## src/rtl/rv_pkg.sv

```systemverilog
package rv_pkg;
  typedef enum logic [2:0] {
    OP_NREAD    = 3'd0,
    OP_NWRITE   = 3'd1,
    OP_NWRITE_R = 3'd2,
    OP_SWRITE   = 3'd3,
    OP_ATOM2    = 3'd4,
    OP_ATOM5    = 3'd5,
    OP_OTHER    = 3'd6
  } op_class_e;

  typedef enum logic [1:0] {
    VERDICT_FWD   = 2'd0,
    VERDICT_UNSUP = 2'd1,
    VERDICT_ILL   = 2'd2
  } verdict_e;

  localparam int unsigned NUM_CLASSES  = 6;
  localparam logic [1:0]  PRIO_ILLEGAL = 2'd3;

  // Implied byte count of a size code; 0 marks a reserved combination.
  function automatic logic [8:0] size_to_bytes(input logic [3:0] code,
                                               input logic wdptr,
                                               input logic is_wr);
    logic [8:0] n;
    case (code)
      4'd0, 4'd1, 4'd2, 4'd3: n = 9'd1;
      4'd4:  n = 9'd2;
      4'd5:  n = 9'd3;
      4'd6:  n = 9'd2;
      4'd7:  n = 9'd5;
      4'd8:  n = 9'd4;
      4'd9:  n = 9'd6;
      4'd10: n = 9'd7;
      4'd11: n = wdptr ? 9'd16 : 9'd8;
      4'd12: n = wdptr ? 9'd64 : 9'd32;
      4'd13: n = wdptr ? 9'd128 : (is_wr ? 9'd0 : 9'd96);
      4'd14: n = is_wr ? 9'd0 : (wdptr ? 9'd192 : 9'd160);
      default: n = wdptr ? 9'd256 : (is_wr ? 9'd0 : 9'd224);
    endcase
    return n;
  endfunction
endpackage

```

## src/rtl/rv_hdr_decode.sv

```systemverilog
module rv_hdr_decode
  import rv_pkg::*;
(
  input  logic [3:0] ftype,
  input  logic [3:0] ttype,
  input  logic [3:0] size_code,
  input  logic       wdptr,
  output op_class_e  op,
  output logic [8:0] size_bytes,
  output logic       size_rsvd
);
  always_comb begin
    op = OP_OTHER;
    case (ftype)
      4'd2: begin
        if (ttype == 4'd4)       op = OP_NREAD;
        else if (ttype >= 4'd12) op = OP_ATOM2;
      end
      4'd5: begin
        if (ttype == 4'd4)                         op = OP_NWRITE;
        else if (ttype == 4'd5)                    op = OP_NWRITE_R;
        else if (ttype >= 4'd12 && ttype <= 4'd14) op = OP_ATOM5;
      end
      4'd6: op = OP_SWRITE;
      default: op = OP_OTHER;
    endcase
  end

  logic sized_wr;
  assign sized_wr   = (op == OP_NWRITE) || (op == OP_NWRITE_R);
  assign size_bytes = size_to_bytes(size_code, wdptr, sized_wr);
  assign size_rsvd  = (size_bytes == 9'd0);
endmodule

```

## config.mk

```make
export PLATFORM = sky130hd
export DESIGN_NAME = rv_hdr_decode
export DESIGN_NICKNAME = d
export VERILOG_FILES = /design/src/rtl/rv_pkg.sv /design/src/rtl/rv_hdr_decode.sv
export SDC_FILE = /design/constraint.sdc
export NUM_CORES = 1
export LEC_CHECK = 0
export ABC_AREA = 1
export BUFFER_PORTS_ARGS = -buffer_cell sky130_fd_sc_hd__clkbuf_2
export CAP_MARGIN = 20
export CORE_MARGIN = 1
export CORE_UTILIZATION = 30
export DETAILED_ROUTE_END_ITERATION = 16
export SYNTH_ARGS = -nofsm -noshare
export SYNTH_HDL_FRONTEND = slang
export SYNTH_SLANG_ARGS = --single-unit
export TNS_END_PERCENT = 1
```

## constraint.sdc

```tcl
create_clock -name vclk -period 2.39
set_clock_uncertainty 0.2 [all_clocks]
set_input_delay 0.478 -clock vclk [all_inputs]
set_output_delay 0.478 -clock vclk [all_outputs]
set_load 0.005 [all_outputs]
```

Word-level counts from Yosys, hierarchy flattened
Cells that the tools add are included.
Storage, ports and cells
  register bits: 0
  bits of input ports: 13
  output and inout bits: 13
  word-level logic and storage cells: 44
Operators by class
  order comparisons: 2
  equal/unequal tests: 21
  mux-type cells: 15
  reduce and logical (&&, ||, !) cells: 6
Operators with widths (count)
  $pmux W9 S11: 1
  $eq A4 B3 Y1 const B: 8
  $eq A4 B4 Y1 const B: 7
  $mux W8: 3
  $mux W7: 3
  $eq A4 B2 Y1 const B: 3
  $logic_not A9 Y1: 1
  $mux W3: 3
  $mux W9: 1
  $pmux W3 S3: 1
  $mux W5: 1
  $eq A4 B1 Y1 const B: 1
  $ge A4 B4 Y1 const B: 1
  $le A4 B4 Y1 const B: 1
  $logic_not A4 Y1: 1
  $mux W2: 2
  $reduce_or A4 Y1: 1
  $eq A3 B1 Y1 const B: 1
  $eq A3 B2 Y1 const B: 1
  $reduce_or A2 Y1: 1
  $logic_and A1 B1 Y1: 1
  $logic_or A1 B1 Y1: 1

Depth between registers and ports, before layout
  word-level depth: 12
  depth in mapped cells: 13
  mapped depth without buffers: 13

Worst setup path after synthesis
No wires, ideal clock.
  path type: input -> output
  start point: input ftype[3]
  end point: output size_rsvd
  data arrival time: 1.453 ns
  required time: 1.712 ns
  slack: 0.259 ns
  stages on the path: 11
  path buffers: 0
  cells stage by stage: inv_2 > nand2_2 > nor2_2 > nand3_1 > nand4_2 > nand2_2 > nand2_2 > nand2_2 > a21oi_1 > nand2_1 > nor2_2
Between the ends
  longest elaborated chain between the ends: 8
  elaborated cells on any way between the ends: 14
Ends and longest elaborated chain
  from (decl): RTL line rv_hdr_decode.sv:4  | input logic [3:0] ftype,
  $eq A4 B3 Y1 or $eq A4 B2 Y1 (tied branches): RTL line rv_hdr_decode.sv:14  | case (ftype)
  $pmux W3 S3 (*): RTL line rv_hdr_decode.sv:14
  $eq A3 B1 Y1 or $eq A3 B2 Y1 (tied branches): RTL line rv_hdr_decode.sv:30  | assign sized_wr = (op == OP_NWRITE) || (op == OP_NWRITE_R);
  $logic_or A1 B1 Y1 (*): RTL line rv_hdr_decode.sv:30
  $mux W8 or $mux W7 (tied branches): RTL line rv_pkg.sv:39, rv_pkg.sv:37
  $mux W9 or $mux W8 (tied branches): RTL line rv_pkg.sv:39, rv_pkg.sv:37
  $pmux W9 S11 (*): RTL line rv_pkg.sv:26  | case (code)
  $logic_not A9 Y1 (*): RTL line rv_hdr_decode.sv:32  | assign size_rsvd = (size_bytes == 9'd0);
  to (decl): RTL line rv_hdr_decode.sv:10  | output logic size_rsvd
Mark *: on every way between the ends. The rest lies on a longest branch, timed or not.

Worst setup path after layout
Same ends and word-level chain as after synthesis.

==> results by group <==
Floorplan
  • Initial core utilization: 0.338
  • IO Count: 26
  • Site row count: 12
  • Die area: about 0.0015 mm^2
  • Die Wd: roughly 38 um
  • Die Ht: about 38 um
  • Core footprint: between 0.001 and 0.0015 mm^2

Route
  • Drt wl/cell: 8.04 um
  • Routed Wire Length: roughly 950 um
  • Initial DRC count: 3
  • DRC errors left: 0
  • Drt pass-1 iters: 3
  • Vias per Instance: 4.39
  • Vias: approximately 520
  • Post-DRT Antenna Nets: 0

Timing
  • Final setup fails: 0
  • Period utilisation layout: 0.990
  • RSZ-0062 raised after global routing: yes
  • Final Max Slew Viols: 0
  • Period minus WS final: about 2.4 ns
  • Fin Setup TNS: 0 ns
  • Final hold vios: 0
  • Max-slew headroom: 0.747
  • Max Freq: between 400 and 500 MHz
  • Fin worst setup slack: 0.0235 ns
  • Actual transition at the worst max-transition pin: 0.375 ns

Worst setup path
  • Most used cell along the critical path: nor2_2
  • CP required: roughly 1.7 ns
  • Worst path arrival time: between 1.5 and 2 ns
  • Crit start category: input pin
  • Max stage delay on crit path: 0.17 ns
  • Crit path kind: input pin to output port
  • CP bufs+invs: 3
  • Critical Path End Type: output port
  • Delay-heaviest family, CP: simple AND/OR/NAND/NOR gates
  • Slowest CP cell: nand3b_1
  • CP max FO: 4
  • Worst path cell trace: clkbuf_2 -> inv_2 -> nand2_2 -> o21ai_4 -> nand3_4 -> nor2_2 -> nand2_2 -> nand2_1 -> nor2_2 -> nand3b_1 -> nor2_2 -> clkbuf_2

Pwr
  • Total power: 80.3 uW
  • VDD IR max: 54.6 uV
  • Switching part of the total power: 0.596
  • Reg power frac: 0
  • P_sw: about 48 uW
  • Pwr dens: about 140 mW/mm^2
  • P_int: ~32 uW
  • Comb pwr share: 1.000
  • LEAKAGE: around 0.33 nW
  • Clk pwr share: 0

Place
  • Place WS: -0.0312 ns
  • Post-DP Area: between 500 and 600 um^2
  • Final HPWL DP: ~810 um
  • RePlAce Congestion: a little under 0.8
  • PortBufs: 26

Layout
  • Antenna Cells: 0
  • Layout cell share with drive strength beyond 1: 0.510
  • Num sequential: 0
  • Sequential cell area: 0 um^2
  • Fin area: roughly 580 um^2
  • Fillers: between 100 and 150
  • # clk buffers: 0
  • Synth-to-layout area growth: 46.5%
  • Nets@finish: about 120

Global route
  • Vias in the first global route: 402
  • Antenna violations before repair: 0
  • GR Util All Layers: 0.144
  • Total congestion overflow: 0
  • Largest net degree at the start of global routing: 8
  • First-pass GRT wire length: approximately 1600 um

Logic synthesis
  • Synth Cell Area: 395 um^2
  • Cells after Synth: 78
  • Syn. warnings: 0
  • Syn Nets: 91
  • Synth unique cells: 19
  • Syn Area/Cell: 5.07 um^2
  • Seq/Total Area, Yosys: 0

Clock tree
  • Hold Buf Count CTS: 0

Hold path
  • Worst min path class: input pin to output port

Run
  • Max-cap violations: 0

Status
  • Status: complete, no violations
## placed cells by master (no fill, tap or decap)
| cell type | Yosys | layout |
|---|---|---|
| nand3b_1 | 1 | 1 |
| o311ai_0 | 1 | 1 |
| inv_2 | 2 | 3 |
| nor2_1 | 14 | 12 |
| clkbuf_2 | 0 | 26 |
| o21ai_0 | 1 | 1 |
| nand2_2 | 7 | 10 |
| nand4_1 | 1 | 1 |
| nand2_1 | 19 | 16 |
| a21oi_2 | 0 | 1 |
| nand3_1 | 7 | 4 |
| o21ai_4 | 1 | 1 |
| a22oi_1 | 1 | 1 |
| nor2_2 | 3 | 4 |
| nand3_4 | 1 | 1 |
| nand3_2 | 1 | 4 |
| nor3_1 | 2 | 2 |
| nor2_4 | 1 | 2 |
| nand4_2 | 1 | 1 |
| inv_1 | 13 | 12 |
## Yosys cell counts
master / number / area share
a21oi_1: 1 / 0.013
a22oi_1: 1 / 0.019
inv_1: 13 / 0.12
inv_2: 2 / 0.019
nand2_1: 19 / 0.18
nand2_2: 7 / 0.11
nand3_1: 7 / 0.089
nand3_2: 1 / 0.025
nand3_4: 1 / 0.044
nand3b_1: 1 / 0.019
nand4_1: 1 / 0.016
nand4_2: 1 / 0.032
nor2_1: 14 / 0.13
nor2_2: 3 / 0.047
nor2_4: 1 / 0.028
nor3_1: 2 / 0.025
o21ai_0: 1 / 0.013
o21ai_4: 1 / 0.041
o311ai_0: 1 / 0.022
## final timing paths
kind	start	endpoint	slack (ns)	cells past startpoint
hold / removal	wdptr	size_bytes[3]	1.03	3
setup / recovery	ftype[3]	size_rsvd	0.02	12
## power groups by stage
| stage | Clock [mW] | Combinational [mW] | Sequential, mW |
|---|---|---|---|
| global route | 0 | 0.0918 | 0 |
| finish | 0 | 0.0803 | 0 |
| CTS | 0 | 0.0782 | 0 |
| floorplan | 0 | 0.0433 | 0 |
| detailed placement | 0 | 0.0753 | 0 |
| global placement | 0 | 0.0749 | 0 |
## timing repair
item,4_1_cts,5_1_grt
setup endpoints to repair,1,3
resized for setup,5,6
buffers inserted,0,0
pin swaps,2,0
## routing by layer
metal | vias up | global-route usage | part of all wire
li1 | 296 | - | -
met1 | 212 | 0.229 | 0.51
met2 | 10 | 0.225 | 0.47
met3 | 0 | 0 | 0.024
met4 | 0 | 0 | 0
met5 | - | 0 | 0
## cell families after synthesis
| kind of cell | after synthesis | share of synthesized area |
|---|---|---|
| simple gates | 58 | 0.750 |
| buf+inv | 15 | 0.142 |
| compound gates | 5 | 0.108 |
## tightest hold or removal path, stage by stage
cell and delay, ns:
clkbuf_2 0.12, nor2_1 0.05, clkbuf_2 0.10
## final cells by class
type	instances	area, um^2	share of cell area
timing repair buffer	26	130	0.225
multi-input combinational	63	375	0.648
tap	14	17.5	0.0302
inverter	15	56.3	0.0972
## metrics by stage
step / cells / util / hold slack (ns)
2_1_floorplan: 78 / - / 0.787
3_3_place_gp: 118 / 0.464 / 1.02
3_5_place_dp: 118 / 0.464 / 1.02
4_1_cts: 118 / 0.478 / 1.03
5_1_grt: 118 / 0.495 / 1.04
6_report: 118 / 0.495 / 1.03
Note: power is estimated with default switching activity, not from simulation.
